### config.mk
export PLATFORM = sky130hd
export DESIGN_NAME = flash_status_reporter
export DESIGN_NICKNAME = d
export VERILOG_FILES = /design/src/rtl/fsr_pkg.sv /design/src/rtl/fsr_window.sv /design/src/rtl/fsr_toggle.sv /design/src/rtl/fsr_compose.sv /design/src/rtl/flash_status_reporter.sv
export SDC_FILE = /design/constraint.sdc
export NUM_CORES = 1
export LEC_CHECK = 0
export ABC_CLOCK_PERIOD_IN_PS = 3700
export BUFFER_PORTS_ARGS = -buffer_cell sky130_fd_sc_hd__buf_2
export CAP_MARGIN = 20
export CORE_UTILIZATION = 57
export CTS_CLUSTER_SIZE = 30
export DETAILED_ROUTE_END_ITERATION = 10
export PLACE_DENSITY = 0.84
export SLEW_MARGIN = 20
export SYNTH_ARGS = -nofsm -noshare
export SYNTH_HDL_FRONTEND = slang
export SYNTH_SLANG_ARGS = --single-unit
### constraint.sdc
create_clock -name clk -period 3.7 [get_ports clk]
set_input_delay 0.74 -clock clk [delete_from_list [all_inputs] [get_ports clk]]
set_output_delay 0.74 -clock clk [all_outputs]
set_load 0.005 [all_outputs]
### src/rtl/fsr_pkg.sv
package fsr_pkg;

  typedef enum logic [2:0] {
    OP_IDLE   = 3'd0,
    OP_PROG   = 3'd1,
    OP_BERASE = 3'd2,
    OP_SERASE = 3'd3,
    OP_SUSP   = 3'd4
  } op_e;

  function automatic logic is_erase(input logic [2:0] op);
    return (op == OP_BERASE) || (op == OP_SERASE);
  endfunction

  function automatic logic is_susp(input logic [2:0] op);
    return op == OP_SUSP;
  endfunction

endpackage

### src/rtl/fsr_window.sv
// Timed window: active from the start cycle for LEN cycles, then a sticky
// expired flag until the owning mode is left.
module fsr_window #(
  parameter int LEN = 4,
  localparam int CW = $clog2(LEN + 1)
) (
  input  logic clk,
  input  logic rst_n,
  input  logic start_i,
  input  logic clear_i,
  output logic active_o,
  output logic done_o
);

  logic [CW-1:0] cnt_q, cnt_d;
  logic          done_q, done_d;
  logic          cnt_en;

  always_comb begin
    active_o = (start_i | (cnt_q != '0)) & ~clear_i;
    if (clear_i)
      cnt_d = '0;
    else if (start_i)
      cnt_d = CW'(LEN - 1);
    else if (cnt_q != '0)
      cnt_d = cnt_q - CW'(1);
    else
      cnt_d = cnt_q;
    done_d = ~clear_i & (done_q | (active_o & (cnt_d == '0)));
    cnt_en = (cnt_d != cnt_q) | (done_d != done_q);
  end

  always_ff @(posedge clk or negedge rst_n) begin
    if (!rst_n) begin
      cnt_q  <= '0;
      done_q <= 1'b0;
    end else if (cnt_en) begin
      cnt_q  <= cnt_d;
      done_q <= done_d;
    end
  end

  assign done_o = done_q;

endmodule

### src/rtl/fsr_toggle.sv
// Read-edge detector and toggle bit. The toggle seen by a read is 0 on the
// first read after an operation change.
module fsr_toggle (
  input  logic clk,
  input  logic rst_n,
  input  logic stb_i,
  input  logic new_op_i,
  input  logic adv_i,
  output logic rd_ev_o,
  output logic tog_o
);

  logic stb_q;
  logic tog_q, tog_d;
  logic tog_en;

  always_comb begin
    rd_ev_o = stb_i & ~stb_q;
    tog_o   = new_op_i ? 1'b0 : tog_q;
    tog_d   = (rd_ev_o & adv_i) ? ~tog_o : tog_o;
    tog_en  = tog_d != tog_q;
  end

  always_ff @(posedge clk or negedge rst_n) begin
    if (!rst_n) stb_q <= 1'b0;
    else        stb_q <= stb_i;
  end

  always_ff @(posedge clk or negedge rst_n) begin
    if (!rst_n)      tog_q <= 1'b0;
    else if (tog_en) tog_q <= tog_d;
  end

endmodule

### src/rtl/fsr_compose.sv
// Selects the byte for the current read and whether it advances the toggle.
module fsr_compose #(
  parameter logic [7:0] INV_BYTE = 8'hFF
) (
  input  logic [2:0] op_i,
  input  logic       prog_bit_i,
  input  logic       err_i,
  input  logic       erase_tmo_i,
  input  logic       tog_i,
  input  logic [7:0] array_i,
  input  logic       prot_act_i,
  input  logic       prot_done_i,
  input  logic       susp_act_i,
  input  logic       sect_hit_i,
  output logic [7:0] byte_o,
  output logic       adv_o
);
  import fsr_pkg::*;

  logic dq3;

  always_comb begin
    dq3    = (op_i == OP_BERASE) ? 1'b1 : erase_tmo_i;
    byte_o = array_i;
    adv_o  = 1'b0;
    case (op_i)
      OP_PROG: begin
        byte_o = {~prog_bit_i, tog_i, err_i, 1'b0, 1'b0, 3'b000};
        adv_o  = 1'b1;
      end
      OP_BERASE, OP_SERASE: begin
        if (prot_act_i) begin
          byte_o = {1'b0, 1'b0, err_i, 1'b0, dq3, 3'b000};
        end else if (!prot_done_i) begin
          byte_o = {1'b0, tog_i, err_i, 1'b0, dq3, 3'b000};
          adv_o  = 1'b1;
        end
      end
      OP_SUSP: begin
        if (sect_hit_i) begin
          byte_o = INV_BYTE;
        end else if (susp_act_i) begin
          byte_o = {array_i[7], tog_i, array_i[5:0]};
          adv_o  = 1'b1;
        end
      end
      default: ;
    endcase
  end

endmodule

### src/rtl/flash_status_reporter.sv
module flash_status_reporter #(
  parameter int         NSECT    = 8,
  parameter int         PROT_CYC = 400,
  parameter int         SUSP_CYC = 60,
  parameter logic [7:0] INV_BYTE = 8'hFF,
  localparam int        SECT_W   = (NSECT > 1) ? $clog2(NSECT) : 1
) (
  input  logic              clk,
  input  logic              rst_n,
  input  logic [2:0]        op_i,
  input  logic              prog_bit_i,
  input  logic              err_i,
  input  logic              erase_tmo_i,
  input  logic [NSECT-1:0]  erase_sel_i,
  input  logic [NSECT-1:0]  sect_prot_i,
  input  logic [SECT_W-1:0] susp_sector_i,
  input  logic [SECT_W-1:0] rd_sector_i,
  input  logic              rd_stb_i,
  input  logic [7:0]        array_i,
  output logic [7:0]        dq_o,
  output logic              busy_o
);
  import fsr_pkg::*;

  // reset: asserted asynchronously, released on the clock
  logic [1:0] rst_pipe;
  logic       rst_s;

  always_ff @(posedge clk or negedge rst_n) begin
    if (!rst_n) rst_pipe <= 2'b00;
    else        rst_pipe <= {rst_pipe[0], 1'b1};
  end
  assign rst_s = rst_pipe[1];

  logic [2:0] op_q;
  logic       new_op, all_prot;
  logic       prot_start, prot_clear, prot_act, prot_done;
  logic       susp_start, susp_clear, susp_act, susp_done;
  logic       rd_ev, tog, adv, sect_hit;
  logic [7:0] byte_sel, dq_q, dq_d;

  always_comb begin
    new_op     = op_i != op_q;
    all_prot   = (|erase_sel_i) & ~(|(erase_sel_i & ~sect_prot_i));
    prot_start = is_erase(op_i) & ~is_erase(op_q) & all_prot;
    prot_clear = ~is_erase(op_i);
    susp_start = is_susp(op_i) & ~is_susp(op_q);
    susp_clear = ~is_susp(op_i);
    sect_hit   = rd_sector_i == susp_sector_i;
  end

  always_ff @(posedge clk or negedge rst_s) begin
    if (!rst_s) op_q <= OP_IDLE;
    else        op_q <= op_i;
  end

  fsr_window #(.LEN(PROT_CYC)) u_prot_win (
    .clk      (clk),
    .rst_n    (rst_s),
    .start_i  (prot_start),
    .clear_i  (prot_clear),
    .active_o (prot_act),
    .done_o   (prot_done)
  );

  fsr_window #(.LEN(SUSP_CYC)) u_susp_win (
    .clk      (clk),
    .rst_n    (rst_s),
    .start_i  (susp_start),
    .clear_i  (susp_clear),
    .active_o (susp_act),
    .done_o   (susp_done)
  );

  fsr_toggle u_tog (
    .clk      (clk),
    .rst_n    (rst_s),
    .stb_i    (rd_stb_i),
    .new_op_i (new_op),
    .adv_i    (adv),
    .rd_ev_o  (rd_ev),
    .tog_o    (tog)
  );

  fsr_compose #(.INV_BYTE(INV_BYTE)) u_compose (
    .op_i        (op_i),
    .prog_bit_i  (prog_bit_i),
    .err_i       (err_i),
    .erase_tmo_i (erase_tmo_i),
    .tog_i       (tog),
    .array_i     (array_i),
    .prot_act_i  (prot_act),
    .prot_done_i (prot_done),
    .susp_act_i  (susp_act),
    .sect_hit_i  (sect_hit),
    .byte_o      (byte_sel),
    .adv_o       (adv)
  );

  // output byte register, loaded on a read edge only
  always_comb dq_d = byte_sel;

  always_ff @(posedge clk or negedge rst_s) begin
    if (!rst_s)     dq_q <= 8'h00;
    else if (rd_ev) dq_q <= dq_d;
  end

  assign dq_o   = dq_q;
  assign busy_o = prot_act | susp_act;

  logic unused_ok;
  assign unused_ok = susp_done;

endmodule

* Word level (Yosys, flattened, before mapping) *
Index checks and enable logic that the tools add are counted.

word-level totals
  bits in registers = 32
  input port bits = 39
  output and inout port bits = 9
  word-level logic and storage cells = 80

cells by class
  add/subtract/negate cells = 2
  equal/unequal tests = 14
  muxes and demuxes = 19
  bitwise gates (word level) = 27
  reductions and logical operators = 9

operators by type and width
  operator               count
  $mux W9                3
  $mux W8                3
  $pmux W8 S3            1
  $mux W6                3
  $reduce_or A8 Y1       2
  $and A1 B1 Y1          12
  $eq A3 B2 Y1 const B   4
  $logic_not A9 Y1       1
  $ne A9 B9 Y1           1
  $reduce_bool A9 Y1     1
  $sub A9 B1 Y9 const B  1
  $and A8 B8 Y8          1
  $not A8 Y8             1
  $mux W1                7
  $mux W7                1
  $or A1 B1 Y1           7
  $eq A3 B3 Y1 const B   2
  $logic_not A6 Y1       1
  $ne A6 B6 Y1           1
  $not A1 Y1             6
  $reduce_bool A6 Y1     1
  $sub A6 B1 Y6 const B  1
  $eq A3 B1 Y1 const B   1
  $eq A3 B3 Y1           1
  other kinds (5)        8

* Longest topological paths before layout *
  word-level depth = 14
  depth in mapped cells = 8
  mapped depth without buffers = 7

* Modules after synthesis *
A second synthesis with hierarchy kept.

unflattened totals
  cells, all modules = 195
  area total of the unflattened synthesis = 1,976.9 µm²

by module, submodules not included
  module                    instances  cells an instance  area an instance (µm²)  sequential area each (µm²)
  flash_status_reporter     1          55                 621.8                   325.3
  fsr_window at u_prot_win  1          62                 605.6                   250.2
  fsr_window at u_susp_win  1          39                 407.9                   175.2
  fsr_compose               1          33                 242.7                   0.0
  fsr_toggle                1          6                  98.8                    50.0

* Least setup slack after synthesis *
No wires, ideal clock.

  path type = input -> output
  from = in erase_sel_i[2]
  to = out busy_o
  arrival = 1.741 ns
  data required time = 2.960 ns
  setup slack = 1.219 ns
  stages = 5
  buffers on the path = 0
  cells stage by stage = nor2b_1 -> a2111oi_0 -> and4_1 -> o21ai_0 -> nand2_1

on the way
  cells in the longest elaborated chain, start to end = 8
  elaborated cells on any way between the ends = 9
  classes of those cells = bitwise: 7; reduce/logical: 2

ends and longest elaborated chain
  item              RTL line                      text
  from (decl)       flash_status_reporter.sv:14   input logic [NSECT-1:0] erase_sel_i,
  $and A8 B8 Y8     flash_status_reporter.sv:44   all_prot = (|erase_sel_i) & ~(|(erase_sel_i & ~sect_prot_i));
  $reduce_or A8 Y1  flash_status_reporter.sv:44
  $not A1 Y1        flash_status_reporter.sv:44
  $and A1 B1 Y1 *   flash_status_reporter.sv:44
  $and A1 B1 Y1 *   flash_status_reporter.sv:45   prot_start = is_erase(op_i) & ~is_erase(op_q) & all_prot;
  $or A1 B1 Y1 *    fsr_window.sv:20              active_o = (start_i | (cnt_q != '0)) & ~clear_i;
  $and A1 B1 Y1 *   fsr_window.sv:20
  $or A1 B1 Y1 *    flash_status_reporter.sv:109  assign busy_o = prot_act | susp_act;
  to (decl)         flash_status_reporter.sv:21   output logic busy_o

Mark *: on every way between the ends. The rest lies on a longest branch, timed or not.

* Worst setup path after layout *
Same ends and word-level chain as after synthesis.

==> qor.json <==
{
  "placed_cells_incl_taps": {"value": 312},
  "synth.yosys.seq_area_share": {"value": 39.74, "unit": "%"},
  "cellLeakagePower": {"value": 1.063, "unit": "nW"},
  "skew": {"value": 0.004853, "unit": "ns"},
  "fin_crit": {"value": 2.936, "unit": "ns"},
  "report.final.setup_viol": {"value": 0},
  "postLayoutCellArea": {"value": 2286, "unit": "um2"},
  "grt_start_max_net_pins": {"value": 30},
  "clock_tree_buffer_depth": {"value": 2},
  "placement_rows": {"value": 20},
  "wl_per_cell": {"value": 13.58, "unit": "um"},
  "cts_resized": {"value": 0},
  "io_buffers": {"value": 47},
  "clock_latency": {"value": 0.33, "unit": "ns"},
  "detailedRoute.firstIterationViolations": {"value": 98},
  "ant_nets": {"value": 0},
  "utilization": {"value": 72.50, "unit": "%"},
  "drt_pass1_iterations": {"value": 4},
  "antennaDiodeCount": {"value": 0},
  "crit_required": {"value": 2.96, "unit": "ns"},
  "first_global_vias": {"value": 1700},
  "timing.final.hold_violations": {"value": 0},
  "timing.slew.headroom": {"value": 50.05, "unit": "%"},
  "fin_crit_sh": {"value": 79.36, "unit": "%"},
  "critical_path_class": {"value": "input port to primary output"},
  "setup.worst_path.end_class": {"value": "primary output"},
  "cp_common_cell": {"value": "sky130_fd_sc_hd__buf_2"},
  "grt_use_total": {"value": 26.05, "unit": "%"},
  "die-height": {"value": 60.52, "unit": "um"},
  "min_path_type": {"value": "input port to asynchronous set/reset pin"},
  "critPathArrivalTime": {"value": 2.20, "unit": "ns"},
  "yosys.area_share.simple": {"value": 27.63, "unit": "%"},
  "synth-edff-count": {"value": 0},
  "ys_async_sr_fraction": {"value": 100.0, "unit": "%"},
  "final_layout_size_suffix_gt1_share": {"value": 21.74, "unit": "%"},
  "grt.overflow.total": {"value": 0},
  "vdd.ir_drop.worst": {"value": 0.6044, "unit": "mV"},
  "setup_total_negative_slack": {"value": 0, "unit": "ns"},
  "core_area": {"value": 3153, "unit": "um2"},
  "worst_setup_path_start_kind": {"value": "input port"},
  "die_w": {"value": 60.52, "unit": "um"},
  "detailed_route_via_count": {"value": 1874},
  "design.portCount": {"value": 48},
  "synth_seq_cells": {"value": 31},
  "nets": {"value": 317},
  "cts.clk_slew.worst_paths": {"value": 0.09, "unit": "ns"},
  "drc": {"value": 0},
  "design_power_total": {"value": 1.325, "unit": "mW"},
  "cts-buffers-inserted": {"value": 5},
  "count_of_buffers_added_by_post_cts_timing_repair_for_setup": {"value": 0},
  "synth-xor-area-share": {"value": 5.385, "unit": "%"},
  "synth_top_family_by_area": {"value": "simple AND/OR/NAND/NOR gates"},
  "drv_cap": {"value": 0},
  "achievable-frequency": {"value": 340.6, "unit": "MHz"},
  "syn_avg_cell_area": {"value": 8.637, "unit": "um2"},
  "ctsHtreeMaxLevel": {"value": 2},
  "yosys.area_share.adder": {"value": 1.923, "unit": "%"},
  "cts.root.buffer_cell": {"value": "sky130_fd_sc_hd__clkbuf_4"},
  "viasPerCell": {"value": 5.856},
  "initial_utilization": {"value": 61.90, "unit": "%"},
  "layout.filler_cells": {"value": 263},
  "ys.flop_type": {"value": "sky130_fd_sc_hd__dfrtp_1"},
  "final_cell_count_without_fillers": {"value": 320},
  "cpLargestDelayFamily": {"value": "compound AO/OA/AOI/OAI gates"},
  "max_stage_delay_on_crit_path": {"value": 0.57, "unit": "ns"},
  "worstMarginPinSlew": {"value": 0.7476, "unit": "ns"},
  "cts_hold_repair.buffers": {"value": 0},
  "postSynthNetCount": {"value": 268},
  "slew_violations": {"value": 0},
  "synth_compound_area_share": {"value": 18.72, "unit": "%"},
  "outcome": {"value": "finished clean"},
  "ys.warnings.count": {"value": 0},
  "gpl.final_weighted_congestion": {"value": 0.8856},
  "critical_path_buf_inv_count": {"value": 2},
  "synthDistinctLibCells": {"value": 47},
  "dpl_cell_area": {"value": 2217, "unit": "um2"},
  "worst-path-max-fanout": {"value": 5},
  "dp_hpwl": {"value": 3.320, "unit": "mm"},
  "drt-total-wl": {"value": 4.346, "unit": "mm"},
  "synth.cell_area": {"value": 1952, "unit": "um2"},
  "yosys-mux-area-fraction": {"value": 2.051, "unit": "%"},
  "grt_pass1_wl": {"value": 7.176, "unit": "mm"},
  "clock_sinks": {"value": 31},
  "syn_to_final_growth": {"value": 17.12, "unit": "%"},
  "floorplan.die_area": {"value": 3662, "unit": "um2"},
  "p_per_area": {"value": 579.8, "unit": "nW/um2"},
  "worst_path_max_delay_cell": {"value": "sky130_fd_sc_hd__a2111oi_0"},
  "post_synth_inst_count": {"value": 226},
  "grt_antenna_before_repair": {"value": 0},
  "rsz_0062_raised_after_global_routing": {"value": "no"},
  "tritoncts": {"value": "yes"},
  "cp_cell_sequence": {"value": "buf_2 > nor2b_1 > a2111oi_0 > and4_1 > o21ai_0 > nand2_1 > buf_2"}
}
sequential cells by signal, summed over array words and instances, names as in the netlist:
register           flops
u_prot_win.cnt_q       9
dq_o                   8
u_susp_win.cnt_q       6
op_q                   3
rst_pipe               2
u_prot_win.done_o      1
u_tog.stb_q            1
u_tog.tog_q            1
synth_stat cells, drive strengths merged (4+ instances only):
library cell  count  area [um2]
nor2             20       75.07
xnor2             8       70.07
inv               8       30.03
a21oi            20       100.1
dfrtp            31       775.7
and4              4       37.54
or3               7       43.79
nand2            13       48.80
o21ai            15       75.07
nor3              7       35.03
nand4             6       37.54
nand3             8       40.04
clkbuf            7       36.28
mux2i             4       40.04
o22ai             7       43.79
nor2b            13       81.33
xor2              4       35.03
kinds of logic (layout without fill, tap and decap cells):
logic type | count (synthesis) | in the layout
buffers and inverters | 17 | 67
muxes | 4 | 4
DFF | 31 | 31
and+or+nand+nor | 97 | 97
adders and majority gates | 3 | 3
xor gates and xnor gates | 12 | 12
AOI/OAI and AO/OA | 61 | 61
other | 1 | 1
per-stage QoR:
step                setup WS [ns]  hold slack [ns]
floorplan                   1.219           0.3312
global placement           0.8833           0.2611
detailed placement         0.8120           0.2662
CTS                        0.8118           0.1636
global route               0.6908           0.1517
finish                     0.7637           0.1772
report_power, final:
part | leakage [nW] | switching, mW | internal (mW)
clock network | 0.0386 | 0.113 | 0.112
registers | 0.395 | 0.0580 | 0.395
logic | 0.630 | 0.375 | 0.272
path summary, 6_finish.rpt:
kind,start,endpoint,slack (ns),depth (start not counted)
max,erase_sel_i[2],busy_o,0.76,7
min,rst_n,rst_pipe[0],0.18,1
max reg2reg,op_q[1],dq_o[2],1.53,5
min reg2reg,rst_pipe[1],u_prot_win.cnt_q[0],0.25,1
max in group asynchronous,rst_pipe[1],op_q[0],3.17,1
min in group clk,rst_pipe[0],rst_pipe[1],0.36,0
routing by layer:
metal | global-route usage (%) | share of wire [%]
met1 | 32.24 | 44
met2 | 46.15 | 51
met3 | 5.117 | 4.3
met4 | 7.468 | 1.2
met5 | 0 | 0
cell type report:
type,count,area [um2],area share (%)
Inverter,8,30.03,1.314
Timing Repair Buffer,51,265.3,11.60
Tap cell,44,55.05,2.408
Clock buffer,8,68.82,3.010
Multi-Input combinational cell,178,1091,47.73
Sequential cell,31,775.7,33.94
layout by cell type (no fill, tap or decap), drive strengths merged, types with 2 or more instances in the layout:
master	n
or3b	2
xor2	4
dfrtp	31
buf	51
o22ai	7
nand4	6
mux2i	4
a21boi	2
a31oi	3
nand2	13
xnor2	8
or3	7
and3	2
a21o	2
nor3	7
nor4b	2
and4	4
o211ai	2
nor2	20
inv	8
nor4	3
nor2b	13
nor3b	3
nand3	8
nand2b	2
clkbuf	8
o21ai	15
ha	3
a21oi	20
o21a	3
Note: power is estimated with default switching activity, not from simulation.
